$ cat src/rtl/sgc_pkg.sv
package sgc_pkg;

  typedef enum logic [1:0] {
    SGC_IDLE  = 2'd0,
    SGC_SHIFT = 2'd1,
    SGC_LOAD  = 2'd2
  } sgc_state_e;

  localparam int SGC_ADDR_W = 6;

  localparam logic [SGC_ADDR_W-1:0] SGC_A_CFG = 6'h00;
  localparam logic [SGC_ADDR_W-1:0] SGC_A_DIV = 6'h01;
  localparam logic [SGC_ADDR_W-1:0] SGC_A_PEN = 6'h02;
  localparam logic [SGC_ADDR_W-1:0] SGC_A_IN  = 6'h10;
  localparam logic [SGC_ADDR_W-1:0] SGC_A_OUT = 6'h20;

  localparam int SGC_CFG_AUTO  = 2;
  localparam int SGC_CFG_START = 3;

endpackage

$ cat src/rtl/sgc_regs.sv
module sgc_regs
  import sgc_pkg::*;
#(
  parameter int NPORTS  = 32,
  parameter int MAXBITS = 4,
  parameter int DIV_W   = 12,
  parameter int DIV_RST = 8,
  localparam int PIDX_W = (NPORTS > 1) ? $clog2(NPORTS) : 1,
  localparam int BIDX_W = (MAXBITS > 1) ? $clog2(MAXBITS) : 1,
  localparam int SRC_W  = 3 * MAXBITS
) (
  input  logic                            clk,
  input  logic                            rst_n,
  input  logic                            wr_en,
  input  logic [SGC_ADDR_W-1:0]           addr,
  input  logic [31:0]                     wdata,
  output logic [31:0]                     rdata,
  output logic [BIDX_W-1:0]               width,
  output logic                            auto_rep,
  output logic                            start,
  output logic [DIV_W-1:0]                div_val,
  output logic [NPORTS-1:0]               port_en,
  input  logic [PIDX_W-1:0]               sel_port,
  input  logic [BIDX_W-1:0]               sel_bit,
  output logic                            out_bit,
  input  logic                            commit,
  input  logic [MAXBITS-1:0][NPORTS-1:0]  cap_data
);

  logic [BIDX_W-1:0]              width_q, width_d;
  logic                           auto_q, auto_d;
  logic [DIV_W-1:0]               div_q, div_d;
  logic [NPORTS-1:0]              pen_q, pen_d;
  logic [NPORTS-1:0][SRC_W-1:0]   src_q, src_d;
  logic [MAXBITS-1:0][NPORTS-1:0] in_q, in_d;

  logic [SGC_ADDR_W-1:0] out_off;
  logic                  hit_out;
  logic [SRC_W-1:0]      sel_word;

  assign out_off = addr - SGC_A_OUT;
  assign hit_out = (addr >= SGC_A_OUT) && (32'(out_off) < NPORTS);

  // next-state: software writes and frame commit
  always_comb begin
    width_d = width_q;
    auto_d  = auto_q;
    div_d   = div_q;
    pen_d   = pen_q;
    src_d   = src_q;
    in_d    = in_q;
    if (wr_en) begin
      if (addr == SGC_A_CFG) begin
        width_d = wdata[BIDX_W-1:0];
        auto_d  = wdata[SGC_CFG_AUTO];
      end
      if (addr == SGC_A_DIV) div_d = wdata[DIV_W-1:0];
      if (addr == SGC_A_PEN) pen_d = wdata[NPORTS-1:0];
      for (int p = 0; p < NPORTS; p++) begin
        if (hit_out && (32'(out_off) == p)) src_d[p] = wdata[SRC_W-1:0];
      end
    end
    if (commit) begin
      for (int b = 0; b < MAXBITS; b++) begin
        if (32'(width_q) >= b) in_d[b] = (cap_data[b] & pen_q) | (in_q[b] & ~pen_q);
      end
    end
  end

  always_ff @(posedge clk or negedge rst_n) begin
    if (!rst_n) begin
      width_q <= '0;
      auto_q  <= 1'b0;
      div_q   <= DIV_W'(DIV_RST);
      pen_q   <= '0;
      src_q   <= '0;
      in_q    <= '0;
    end else begin
      width_q <= width_d;
      auto_q  <= auto_d;
      div_q   <= div_d;
      pen_q   <= pen_d;
      src_q   <= src_d;
      in_q    <= in_d;
    end
  end

  // read mux
  always_comb begin
    rdata = '0;
    if (addr == SGC_A_CFG) begin
      rdata[BIDX_W-1:0]   = width_q;
      rdata[SGC_CFG_AUTO] = auto_q;
    end
    if (addr == SGC_A_DIV) rdata[DIV_W-1:0] = div_q;
    if (addr == SGC_A_PEN) rdata[NPORTS-1:0] = pen_q;
    for (int b = 0; b < MAXBITS; b++) begin
      if (32'(addr) == 32'(SGC_A_IN) + b) rdata[NPORTS-1:0] = in_q[b];
    end
    if (hit_out) rdata[SRC_W-1:0] = src_q[out_off[PIDX_W-1:0]];
  end

  // output level: bit 0 of the 3-bit source group of the selected bit
  assign sel_word = src_q[sel_port];
  always_comb begin
    out_bit = 1'b0;
    for (int b = 0; b < MAXBITS; b++) begin
      if (32'(sel_bit) == b) out_bit = sel_word[3*b];
    end
  end

  assign start    = wr_en && (addr == SGC_A_CFG) && wdata[SGC_CFG_START];
  assign width    = width_q;
  assign auto_rep = auto_q;
  assign div_val  = div_q;
  assign port_en  = pen_q;

  // input words move only on a frame commit
  a_r5_in_words_hold: assert property (@(posedge clk) disable iff (!rst_n)
    !commit |=> $stable(in_q));

endmodule

$ cat src/rtl/sgc_shifter.sv
module sgc_shifter
  import sgc_pkg::*;
#(
  parameter int NPORTS  = 32,
  parameter int MAXBITS = 4,
  parameter int DIV_W   = 12,
  localparam int PIDX_W = (NPORTS > 1) ? $clog2(NPORTS) : 1,
  localparam int BIDX_W = (MAXBITS > 1) ? $clog2(MAXBITS) : 1
) (
  input  logic                            clk,
  input  logic                            rst_n,
  input  logic                            start,
  input  logic                            auto_rep,
  input  logic [BIDX_W-1:0]               width,
  input  logic [DIV_W-1:0]                div_val,
  input  logic [NPORTS-1:0]               port_en,
  input  logic                            sdi,
  output logic [PIDX_W-1:0]               sel_port,
  output logic [BIDX_W-1:0]               sel_bit,
  input  logic                            out_bit,
  output logic                            sclk,
  output logic                            sdo,
  output logic                            sld,
  output logic                            commit,
  output logic [MAXBITS-1:0][NPORTS-1:0]  cap_data
);

  sgc_state_e state_q, state_d;
  logic [DIV_W-1:0]               cnt_q, cnt_d;
  logic [PIDX_W-1:0]              port_q, port_d;
  logic [BIDX_W-1:0]              bit_q, bit_d;
  logic [MAXBITS-1:0][NPORTS-1:0] cap_q, cap_d;
  logic [DIV_W-1:0]               eff_div, half_div, last_cnt;
  logic                           port_on, port_on_d;
  logic                           sclk_q, sdo_q, sld_q;

  assign eff_div  = (div_val < DIV_W'(2)) ? DIV_W'(2) : div_val;
  assign half_div = eff_div >> 1;
  assign last_cnt = eff_div - DIV_W'(1);
  assign port_on  = port_en[port_q];

  always_comb begin
    state_d = state_q;
    cnt_d   = cnt_q;
    port_d  = port_q;
    bit_d   = bit_q;
    cap_d   = cap_q;
    commit  = 1'b0;
    case (state_q)
      SGC_IDLE: begin
        if (start || auto_rep) begin
          state_d = SGC_SHIFT;
          cnt_d   = '0;
          port_d  = '0;
          bit_d   = '0;
        end
      end
      SGC_SHIFT: begin
        if (port_on && (cnt_q != last_cnt)) begin
          cnt_d = cnt_q + 1'b1;
        end else begin
          cnt_d = '0;
          if (port_on) cap_d[bit_q][port_q] = sdi;
          if (port_on && (bit_q != width)) begin
            bit_d = bit_q + 1'b1;
          end else begin
            bit_d = '0;
            if (port_q == PIDX_W'(NPORTS - 1)) state_d = SGC_LOAD;
            else                               port_d  = port_q + 1'b1;
          end
        end
      end
      SGC_LOAD: begin
        if (cnt_q != last_cnt) begin
          cnt_d = cnt_q + 1'b1;
        end else begin
          cnt_d  = '0;
          commit = 1'b1;
          port_d = '0;
          bit_d  = '0;
          state_d = auto_rep ? SGC_SHIFT : SGC_IDLE;
        end
      end
      default: state_d = SGC_IDLE;
    endcase
  end

  // outputs are registered from the next state, so they line up with it
  assign sel_port  = port_d;
  assign sel_bit   = bit_d;
  assign port_on_d = port_en[port_d];

  always_ff @(posedge clk or negedge rst_n) begin
    if (!rst_n) begin
      state_q <= SGC_IDLE;
      cnt_q   <= '0;
      port_q  <= '0;
      bit_q   <= '0;
      cap_q   <= '0;
      sclk_q  <= 1'b0;
      sdo_q   <= 1'b0;
      sld_q   <= 1'b0;
    end else begin
      state_q <= state_d;
      cnt_q   <= cnt_d;
      port_q  <= port_d;
      bit_q   <= bit_d;
      cap_q   <= cap_d;
      sclk_q  <= (state_d == SGC_SHIFT) && port_on_d && (cnt_d >= half_div);
      sdo_q   <= (state_d == SGC_SHIFT) && port_on_d && out_bit;
      sld_q   <= (state_d == SGC_LOAD);
    end
  end

  assign sclk     = sclk_q;
  assign sdo      = sdo_q;
  assign sld      = sld_q;
  assign cap_data = cap_q;

  a_r7_strobe_clock_low: assert property (@(posedge clk) disable iff (!rst_n)
    sld_q |-> !sclk_q);
  a_r4_clock_enabled_only: assert property (@(posedge clk) disable iff (!rst_n)
    sclk_q |-> port_en[port_q]);
  a_r3_bit_within_width: assert property (@(posedge clk) disable iff (!rst_n)
    (state_q == SGC_SHIFT) |-> (bit_q <= width));
  a_r6_rise_at_half: assert property (@(posedge clk) disable iff (!rst_n)
    $rose(sclk_q) |-> (cnt_q == half_div));
  a_r8_start_from_idle: assert property (@(posedge clk) disable iff (!rst_n)
    ((state_q == SGC_IDLE) && start) |=> (state_q == SGC_SHIFT));
  a_r9_repeat_after_commit: assert property (@(posedge clk) disable iff (!rst_n)
    (commit && auto_rep) |=> (state_q == SGC_SHIFT) && !sld_q);

endmodule

$ cat src/rtl/sgc_top.sv
module sgc_top
  import sgc_pkg::*;
#(
  parameter int NPORTS  = 32,
  parameter int MAXBITS = 4,
  parameter int DIV_W   = 12,
  parameter int SYS_HZ  = 100_000_000,
  parameter int BUS_HZ  = 12_500_000,
  localparam int PIDX_W  = (NPORTS > 1) ? $clog2(NPORTS) : 1,
  localparam int BIDX_W  = (MAXBITS > 1) ? $clog2(MAXBITS) : 1,
  localparam int DIV_RAW = SYS_HZ / BUS_HZ,
  localparam int DIV_RST = (DIV_RAW < 2) ? 2 : DIV_RAW
) (
  input  logic                  clk,
  input  logic                  rst_n,
  input  logic                  wr_en,
  input  logic [SGC_ADDR_W-1:0] addr,
  input  logic [31:0]           wdata,
  output logic [31:0]           rdata,
  output logic                  ser_clk,
  output logic                  ser_dout,
  input  logic                  ser_din,
  output logic                  ser_load
);

  logic rst_meta, rst_sync;

  always_ff @(posedge clk or negedge rst_n) begin
    if (!rst_n) begin
      rst_meta <= 1'b0;
      rst_sync <= 1'b0;
    end else begin
      rst_meta <= 1'b1;
      rst_sync <= rst_meta;
    end
  end

  logic [BIDX_W-1:0]              width;
  logic                           auto_rep, start, out_bit, commit;
  logic [DIV_W-1:0]               div_val;
  logic [NPORTS-1:0]              port_en;
  logic [PIDX_W-1:0]              sel_port;
  logic [BIDX_W-1:0]              sel_bit;
  logic [MAXBITS-1:0][NPORTS-1:0] cap_data;

  sgc_regs #(
    .NPORTS(NPORTS), .MAXBITS(MAXBITS), .DIV_W(DIV_W), .DIV_RST(DIV_RST)
  ) u_regs (
    .clk(clk), .rst_n(rst_sync), .wr_en(wr_en), .addr(addr), .wdata(wdata),
    .rdata(rdata), .width(width), .auto_rep(auto_rep), .start(start),
    .div_val(div_val), .port_en(port_en), .sel_port(sel_port), .sel_bit(sel_bit),
    .out_bit(out_bit), .commit(commit), .cap_data(cap_data)
  );

  sgc_shifter #(
    .NPORTS(NPORTS), .MAXBITS(MAXBITS), .DIV_W(DIV_W)
  ) u_shift (
    .clk(clk), .rst_n(rst_sync), .start(start), .auto_rep(auto_rep),
    .width(width), .div_val(div_val), .port_en(port_en), .sdi(ser_din),
    .sel_port(sel_port), .sel_bit(sel_bit), .out_bit(out_bit),
    .sclk(ser_clk), .sdo(ser_dout), .sld(ser_load), .commit(commit),
    .cap_data(cap_data)
  );

endmodule

$ cat config.mk
export PLATFORM = sky130hd
export DESIGN_NAME = sgc_top
export DESIGN_NICKNAME = d
export VERILOG_FILES = /design/src/rtl/sgc_pkg.sv /design/src/rtl/sgc_regs.sv /design/src/rtl/sgc_shifter.sv /design/src/rtl/sgc_top.sv
export SDC_FILE = /design/constraint.sdc
export NUM_CORES = 1
export LEC_CHECK = 0
export BUFFER_PORTS_ARGS = -buffer_cell sky130_fd_sc_hd__buf_2
export CAP_MARGIN = 20
export CORE_MARGIN = 1
export CORE_UTILIZATION = 42
export DETAILED_ROUTE_END_ITERATION = 16
export REMOVE_ABC_BUFFERS = 1
export SLEW_MARGIN = 40
export SYNTH_ARGS = -nofsm -noshare
export SYNTH_HDL_FRONTEND = slang
export SYNTH_SLANG_ARGS = --single-unit
$ cat constraint.sdc
create_clock -name clk -period 25.3 [get_ports clk]
set_input_delay 7.59 -clock clk [delete_from_list [all_inputs] [get_ports clk]]
set_output_delay 7.59 -clock clk [all_outputs]
set_load 0.1 [all_outputs]
==> Word level (Yosys, flattened, before mapping) <==
Cells that the tools add are included.
{ "word_totals": {"ff_bits": 713, "latchBits": 0, "ramBits": 0, "romBits": 0, "input_bits": 42, "output_inout_bits": 35, "elab_cells": 268, "memories": 0} }
{ "classes": {"addsub": 5, "mul": 0, "div": 0, "order_cmp": 13, "eq_ne": 47, "n_shift": 0, "mux": 50, "n_bitwise": 14, "n_reduce_logical": 86} }
{ "op_table": {"columns": ["cell", "count"], "rows": [
  ["AND 32 bit", 8],
  ["2-to-1 mux 32 bit", 6],
  ["bitwise mux 128 bit", 1],
  ["OR 32 bit", 4],
  ["binary-select mux 12 bit (select 5 bit)", 2],
  ["equality test 6 x 5 -> 1 bit (second input constant)", 20],
  ["2-to-1 mux 12 bit", 7],
  ["AND reduction 2 bit", 38],
  ["demux 32 bit (select 2 bit)", 1],
  ["equality test 6 x 4 -> 1 bit (second input constant)", 8],
  ["logical AND 1 bit", 42],
  ["case mux 12 bit (3 select lines)", 1],
  ["inverter 32 bit", 1],
  ["2-to-1 mux 5 bit", 5],
  ["equality test 6 x 3 -> 1 bit (second input constant)", 4],
  ["equality test 6 x 2 -> 1 bit (second input constant)", 3],
  ["less-than comparator 5 x 6 -> 1 bit (second input constant)", 3],
  ["2-to-1 mux 2 bit", 9],
  ["case mux 5 bit (3 select lines)", 1],
  ["adder 12 x 1 -> 12 bit (second input constant)", 1],
  ["equality test 6 x 1 -> 1 bit (second input constant)", 2],
  ["greater-or-equal comparator 12 x 11 -> 1 bit", 1],
  ["zero test 6 bit", 2],
  ["less-than comparator 12 x 2 -> 1 bit (second input constant)", 1],
  ["25 further kinds", 44]
]} }

==> Logic depth before layout (Yosys ltp) <==
Gate-level depths: netlist (run 1).
{ "logic_depth": {"ltp_word": 14, "depth_mapped": 27, "ltp_nobuf": 25} }

==> Hierarchy <==
A second synthesis (run 1) with hierarchy kept.
{ "hier_totals": {"cells_unflattened": 2752, "hier_area_um2": 35277.6} }
{ "modules_own_cells": {"columns": ["module", "instances", "cells_per_inst", "area_each_um2", "seq_area_each_um2"], "rows": [
  ["sgc_regs", 1, 1921, 26833.2, 13989.7],
  ["sgc_shifter", 1, 828, 8390.5, 3803.6],
  ["sgc_top", 1, 3, 53.8, 50.0]
]} }

==> Worst setup path before layout (run 1) <==
No wires, ideal clock.
{ "synth_path": {"kind": "input port to output port", "from": "in addr[0]", "to": "out rdata[10]", "arrival_ns": 11.467, "required_ns": 17.710, "setup_slack_ns": 6.243, "cell_stages": 10, "path_buffers": 4, "cell_sequence": "clkbuf_1 > clkbuf_1 > clkbuf_1 > clkbuf_1 > nand2_1 > nor4_1 > a22oi_1 > nand3_1 > nor2_1 > a21oi_1"} }
{ "synth_between": {"elab_chain_cells": 8, "word_cells_on_any_way": 19, "classes_between": "1 x add/sub; 2 x order compare; 6 x eq/ne; 9 x mux; 1 x reduce/logical"} }
{ "synth_lines": {"columns": ["element", "line", "text"], "rows": [
  ["from (decl)", "sgc_top.sv:17", "input logic [SGC_ADDR_W-1:0] addr,"],
  ["parallel branches: the longest is 7 deep, another holds subtractor 6 bit", null, null],
  ["2-to-1 mux 12 bit (*)", "sgc_regs.sv:100", "if (hit_out) rdata[SRC_W-1:0] = src_q[out_off[PIDX_W-1:0]];"],
  ["to (decl)", "sgc_top.sv:19", "output logic [31:0] rdata,"]
]} }
Mark *: on every way between the ends. The select of a mux whose other input is x is not followed.

==> Final worst setup path (run 1) <==
{ "layout_path": {"from": "in addr[1]", "to": "out rdata[11]"} }
The elaborated chain is that of the path after synthesis.

==> flow_summary_export.csv, run 1 <==
group,metric,value,unit
status,status,"finished, final reports clean",
synth,synthDistinctLibCells,73,
setup_path,cp_cell_sequence,"buf_4 -> buf_6 -> nand2_1 -> nor4_2 -> buf_4 -> a22oi_1 -> nand3_1 -> nor2_1 -> a21oi_1 -> buf_2",
setup_path,path_max_fanout,72,
synth,synth_flop_cell,"dfrtp_1",
final_layout,final_area,39100,µm²
clock_network,clockBufferDepth,3,
clock_network,cts_hold_buffers,0,
power,p_clk_share,33.7,%
timing,whs,271,ps
route,drt_iter0_drc,1896,
timing,worst_slew_pin_slew,889,ps
final_layout,finish.utilization,47.6,%
power,p_leak,18.0,nW
clock_network,cts_sinks,713,
power,seqPwrFrac,40.0,%
route,ant_nets,0,
timing,setup_ws,6450,ps
placement,place_area,36600,µm²
power,power-per-cell-area,86.1,nW/µm²
die,io_pins,77,
timing,max_clock_freq,53.1,MHz
route,met1Wirelength,42.4,mm
synth,yosys_warnings,0,
synth,synth_edf_count,0,
run,drv_cap,0,
clock_network,cts_resized,0,
setup_path,arrival,11260,ps
timing,hold_viol,0,
clock_network,cts_tree,"yes",
final_layout,finalNetCount,2713,
die,die_area,84400,µm²
die,die_h,290,µm
setup_path,required,17710,ps
final_layout,seq_area,17800,µm²
placement,post-place-ws,6480,ps
power,p_int,2.27,mW
route,wl_per_cell,26.1,µm
route,drc,0,
timing,fin_crit_sh,74.5,%
synth,syn_area,34900,µm²
die,die_w,290,µm
timing,finalMaxSlewViolations,0,
timing,setup_tns,0,ps
die,start_util,42.5,%
route,dr_wl_met2,47.6,mm
placement,place_congestion,0.871,
synth,syn-instance-count,2648,
clock_network,htreeDepth,3,
die,coreArea,82200,µm²
global_routing,grt_pass1_wl,152,mm
setup_path,cp-start-kind,"primary input",
route,routed.top_layer,"met5",
timing,rsz0062_at_grt,"false",
route,vias_per_cell,5.98,
clock_network,post_cts_buffers,0,
final_layout,layout_common_cells,"mux2_2, dfrtp_1, nand2_1",
final_layout,fillers,7216,
clock_network,cts-root-buf,"clkbuf_16",
timing,skew,21.3,ps
synth,synth.avg_cell_area,13.2,µm²
placement,dp_hpwl,61.9,mm
timing,slew_headroom,40.6,%
die,placementRows,105,
synth,async_reset_ff_share,100,%
route,drt_pass1_iterations,6,
min_path,min_path_type,"reg2async",
route,routed_wl,98.8,mm
global_routing,grt_overflow_total,0,
power,swShare,32.6,%
placement,port_buffers,76,
route,via_count,22625,
global_routing,antenna_found_initial,6,
setup_path,slowest_delay,690,ps
global_routing,grt_pass1_vias,24003,
setup_path,critPathSlowestCell,"buf_6",
final_layout,final_layout_size_suffix_gt1_share,42.7,%
synth,yosys_register_bits,713,
timing,setup_violations,0,
final_layout,multi_input_area,16400,µm²
setup_path,crit_top_cell,"buf_4",
setup_path,cp-end-kind,"output pin",
clock_network,clk_latency,640,ps
setup_path,path_class,"in2out",
synth,ys_seq_area_share,51.1,%
clock_network,cts_buffers,78,
final_layout,areaGrowthSynthToFinish,12.0,%
power,p_sw,1.10,mW
power,p_comb_share,26.3,%
global_routing,gr-usage-all-layers,23.6,%
clock_network,clkSlewWorstSetupHoldPaths,60,ps
route,wl_met3,5.59,mm
power,ir_worst_vdd,0.0000664,V
final_layout,layout_commonest_cell,"mux2_2",
timing,min_period,18850,ps
global_routing,grt_max_degree,113,
## cells by family (layout without fill, tap and decap cells)
logic type / after synthesis / in the layout / synth area share [%]
muxes: 933 / 933 / 34.1
and+or+nand+nor: 535 / 535 / 6.68
buffers and inverters: 232 / 295 / 2.61
adders and majority gates: 21 / 21 / 0.752
other: 1 / 2 / 0.0107
DFF: 713 / 713 / 51.1
xor gates and xnor gates: 17 / 17 / 0.426
AOI/OAI and AO/OA: 196 / 196 / 4.40
## power groups by stage
| stage | registers (mW) | logic (mW) | clock network, mW |
|---|---|---|---|
| final | 1.35 | 0.885 | 1.14 |
| after global routing | 1.36 | 0.936 | 1.21 |
| after CTS | 1.35 | 0.880 | 1.16 |
| after detailed placement | 1.37 | 0.877 | 0 |
| after global placement | 1.36 | 0.859 | 0 |
| after floorplan | 1.35 | 0.614 | 0 |
## Yosys cell counts, types with 9 or more instances
cell / number / share of area (%)
a211oi_1: 9 / 0.19
a21oi_1: 22 / 0.32
a222oi_1: 23 / 0.66
a22oi_1: 56 / 1.2
and3_1: 9 / 0.16
buf_1: 25 / 0.27
buf_2: 9 / 0.13
clkbuf_1: 164 / 1.8
dfrtp_1: 712 / 51
ha_1: 21 / 0.75
inv_1: 26 / 0.28
mux2_2: 718 / 23
mux2i_1: 82 / 2.3
mux4_2: 133 / 8.6
nand2_1: 237 / 2.5
nand2b_1: 10 / 0.18
nand3_1: 32 / 0.46
nand4_1: 10 / 0.18
nor2_1: 177 / 1.9
nor2b_1: 9 / 0.16
nor3_1: 19 / 0.27
o21ai_0: 21 / 0.30
xnor2_1: 10 / 0.25
## critical path: cells and delay by family
family                 cells  cell delay (ps)
buffers and inverters      4             2180
AO/OA/AOI/OAI              2              450
AND/OR/NAND/NOR            4              980
## through the flow
step | total power, mW | cells
2_1_floorplan | 1.96 | 2444
3_3_place_gp | 2.22 | 3633
3_5_place_dp | 2.24 | 3639
4_1_cts | 3.39 | 3780
5_1_grt | 3.50 | 3781
6_report | 3.37 | 3782
## routing by layer
layer  global-route usage (%)  vias to the layer above
met5                        0                        -
met4                     8.03                        6
met3                     3.66                      216
met2                     38.8                      729
met1                     32.0                    12012
li1                         -                     9662
## final timing paths
path,start,endpoint,slack (ps),cells after the start
worst max-delay path,addr[1],rdata[11],6450,10
worst min-delay path,rst_sync,u_regs.src_q[124],270,0
worst max register to register,u_regs.div_val[10],u_shift.sdo,18860,18
worst min register to register,rst_sync,u_regs.src_q[124],270,0
max in group asynchronous,rst_n,rst_sync,18460,1
min in group clk,rst_meta,rst_sync,350,0
## cell type report
| cell class | count | share of cell area, % |
|---|---|---|
| Antenna cell | 1 | 0.00639 |
| Tap cell | 1070 | 3.42 |
| Clock inverter | 25 | 0.674 |
| Timing Repair Buffer | 126 | 2.34 |
| Inverter | 28 | 0.269 |
| Sequential cell | 713 | 45.6 |
| Multi-Input combinational cell | 1703 | 41.9 |
| Clock buffer | 116 | 5.81 |
(Power assumes the default switching activity.)
==> run 2: changes to the inputs <==
Settings changed: ABC_AREA set to 1.
Clock period 25.3 ns to 17.4 ns, I/O delays scaled along.
==> flow_summary_export.csv, run 2 <==
group,metric,value,unit
placement,place_congestion,0.884,
power,power-per-cell-area,155,nW/µm²
clock_network,cts_hold_buffers,0,
final_layout,final_layout_size_suffix_gt1_share,11.1,%
die,die_w,287,µm
synth,synth_top_family_by_area,"simple AND/OR/NAND/NOR gates",
setup_path,slowest_delay,670,ps
placement,place_area,35300,µm²
power,p_sw,2.46,mW
timing,fin_crit_sh,85.3,%
setup_path,path_delay_family,"buffers and inverters",
power,power,5.90,mW
clock_network,htreeDepth,3,
synth,async_reset_ff_share,100,%
run,drv_cap,0,
final_layout,areaGrowthSynthToFinish,11.2,%
final_layout,final_cells,5058,
setup_path,cp_cell_sequence,"buf_4 -> inv_2 -> nor2_4 -> clkinv_1 -> nor2_1 -> inv_1 -> nor2_1 -> inv_1 -> o22ai_1 -> a21oi_1 -> nand4_1 -> a21oi_1 -> o221ai_1 -> buf_2",
timing,setup_violations,0,
die,die_area,82500,µm²
timing,hold_viol,0,
global_routing,grt_pass1_vias,27913,
power,ir_worst_vdd,0.000189,V
timing,rsz0062_at_grt,"false",
die,placementRows,104,
synth,synthDistinctLibCells,52,
synth,synth_mux_area_share,2.93,%
clock_network,cts_buffers,81,
die,io_pins,77,
setup_path,worstRegToRegCells,27,
timing,setup_ws,2560,ps
power,swShare,41.6,%
placement,placed_cells,4912,
power,p_comb_share,36.4,%
timing,skew,38.2,ps
clock_network,clk_latency,650,ps
clock_network,clockBufferDepth,3,
setup_path,crit_path_end,"rdata[1]",
setup_path,cp-end-kind,"output pin",
timing,finalMaxSlewViolations,0,
route,drt_pass1_iterations,6,
final_layout,finalNetCount,3999,
setup_path,r2r-start,"u_regs.div_val[2]",
setup_path,required,12180,ps
synth,syn-instance-count,4011,
synth,synth.avg_cell_area,8.52,µm²
synth,yosys-top-cells-area,"dfrtp_1, nand2_1, o21ai_0, nand3_1, a21oi_1",
synth,syn_area,34200,µm²
route,drc,0,
setup_path,critPathSlowestCell,"clkinv_1",
setup_path,arrival,9620,ps
timing,min_period,14840,ps
synth,synth_top_cell_area_share,52.2,%
synth,yosys_register_bits,713,
power,p_clk_share,29.1,%
synth,synth-compound-area-share,18.6,%
synth,synth_commonest_cells,"nand2_1, dfrtp_1, o21ai_0",
route,routed_wl,115,mm
synth,synth_xor_area_share,0.374,%
final_layout,fillers,7737,
synth,synth_edf_count,0,
setup_path,setup.worst_path.start,"addr[0]",
power,seqPwrFrac,34.5,%
setup_path,path_buf_inv,6,
route,vias_per_cell,5.91,
power,p_int,3.45,mW
synth,yosysMostFrequentCell,"nand2_1",
final_layout,layout_commonest_cell,"nand2_1",
final_layout,layout_common_cells,"nand2_1, dfrtp_1, o21ai_0",
route,ant_nets,0,
die,coreArea,80500,µm²
synth,yosys.area.top_type,"dfrtp_1",
clock_network,cts_sinks,713,
global_routing,grt_pass1_wl,176,mm
min_path,min_path_type,"reg2async",
die,start_util,42.4,%
setup_path,r2r_setup_slack,11620,ps
global_routing,grt_max_degree,94,
setup_path,path_class,"in2out",
clock_network,cts_resized,0,
clock_network,clkSlewWorstSetupHoldPaths,60,ps
power,p_leak,16.7,nW
timing,max_clock_freq,67.4,MHz
timing,slew_headroom,41.3,%
synth,yosys_warnings,0,
setup_path,path_max_fanout,42,
synth,yosys.area_share.simple,18.9,%
global_routing,antenna_found_initial,3,
status,status,"finished, final reports clean",
global_routing,gr-usage-all-layers,27.9,%
route,via_count,29881,
route,wl_per_cell,22.8,µm
placement,post-place-ws,3210,ps
timing,worst_slew_pin_slew,873,ps
clock_network,post_cts_buffers,0,
synth,synth_flop_cell,"dfrtp_1",
clock_network,cts-root-buf,"clkbuf_16",
placement,dp_hpwl,71.5,mm
setup_path,r2r_end,"u_shift.sdo",
die,die_h,287,µm
global_routing,grt_overflow_total,0,
setup_path,cp-start-kind,"primary input",
placement,port_buffers,76,
final_layout,final_area,38000,µm²
synth,synthAdderAreaFrac,0.769,%
setup_path,worst-path-stages,14,
synth,ys_seq_area_share,52.2,%
route,drt_iter0_drc,3592,
clock_network,cts_tree,"yes",
timing,setup_tns,0,ps
[run 2: changes by cell type in the layout (fill, tap and decap cells not counted), sizes merged, moves of 133 or more]
cell   previous run  this run
nand2           237       812
a31oi             5       193
o21ai            23       530
a21oi            23       248
nand3            32       384
mux4            133         0
inv              34       243
mux2            718        89
[run 2: area by class of cell]
cell class	count	area [µm²]	share of cell area [%]
timing repair buffer	134	900	2.37
antenna	1	2.50	0.00659
inverter	248	937	2.47
tap	1060	1330	3.49
sequential	713	17800	47.0
clock buffer	124	2410	6.34
multi-input combinational	2758	14300	37.7
clock inverter	20	235	0.619
[run 2: power by group through the flow]
stage / registers (mW) / clock network, mW / logic [mW]
2_1_floorplan: 2.04 / 0 / 1.31
3_3_place_gp: 2.06 / 0 / 2.03
3_5_place_dp: 2.06 / 0 / 2.07
4_1_cts: 2.03 / 1.74 / 2.08
5_1_grt: 2.06 / 1.80 / 2.32
6_report: 2.03 / 1.72 / 2.15
[run 2: cells by family (layout without fill, tap and decap cells)]
family,count (synthesis),in the layout
AOI/OAI and AO/OA,1138,1138
xor gates and xnor gates,13,13
adders and majority gates,21,21
buffers and inverters,540,526
DFF,713,713
muxes,89,89
other,1,2
and+or+nand+nor,1496,1496
[run 2: worst register-to-register path: stages (launching register included)]
cell and delay [ps]:
dfrtp_1 550, nor2_4 240, nand2_1 90, nor2_2 170
nand2_4 100, nand2_2 120, ha_1 280, nand2_2 130
nor2_1 140, xor2_1 250, nand3_1 100, nor2_1 90
nand2_1 100, nor2_2 150, nand4_4 170, nand2_2 170
nand2_2 210, inv_2 260, nand3_1 120, nand2_2 590
inv_2 500, nand3_1 300, nand2_1 70, nand2_1 70
nand3_1 170, nand3_1 140, nand3_1 80, a21oi_1 300
[run 2: how the worst min path moves through the flow]
stage / start / endpoint / slack [ps] / cells after the start
after CTS: rst_sync / u_regs.src_q[152] / 270 / 0
after global placement: rst_meta / rst_sync / 340 / 0
after global routing: rst_sync / u_regs.src_q[152] / 290 / 0
after detailed placement: rst_sync / u_regs.src_q[97] / 290 / 0
after floorplan: rst_meta / rst_sync / 330 / 0
final: rst_sync / u_regs.src_q[152] / 270 / 0
[run 2: stage by stage]
| stage | hold slack (ps) | util [%] |
|---|---|---|
| 3_3_place_gp | 336 | 43.6 |
| 5_1_grt | 288 | 47.2 |
| 3_5_place_dp | 285 | 43.8 |
| 2_1_floorplan | 331 | - |
| 6_report | 266 | 47.2 |
| 4_1_cts | 273 | 47.1 |
[run 2: routing by layer]
layer / global-route usage, % / vias to the layer above / share of wire [%]
met2: 41.7 / 1332 / 44
met3: 4.17 / 182 / 8.2
li1: - / 13669 / -
met1: 41.5 / 14694 / 45
met5: 0 / - / 0.023
met4: 8.46 / 4 / 2.5
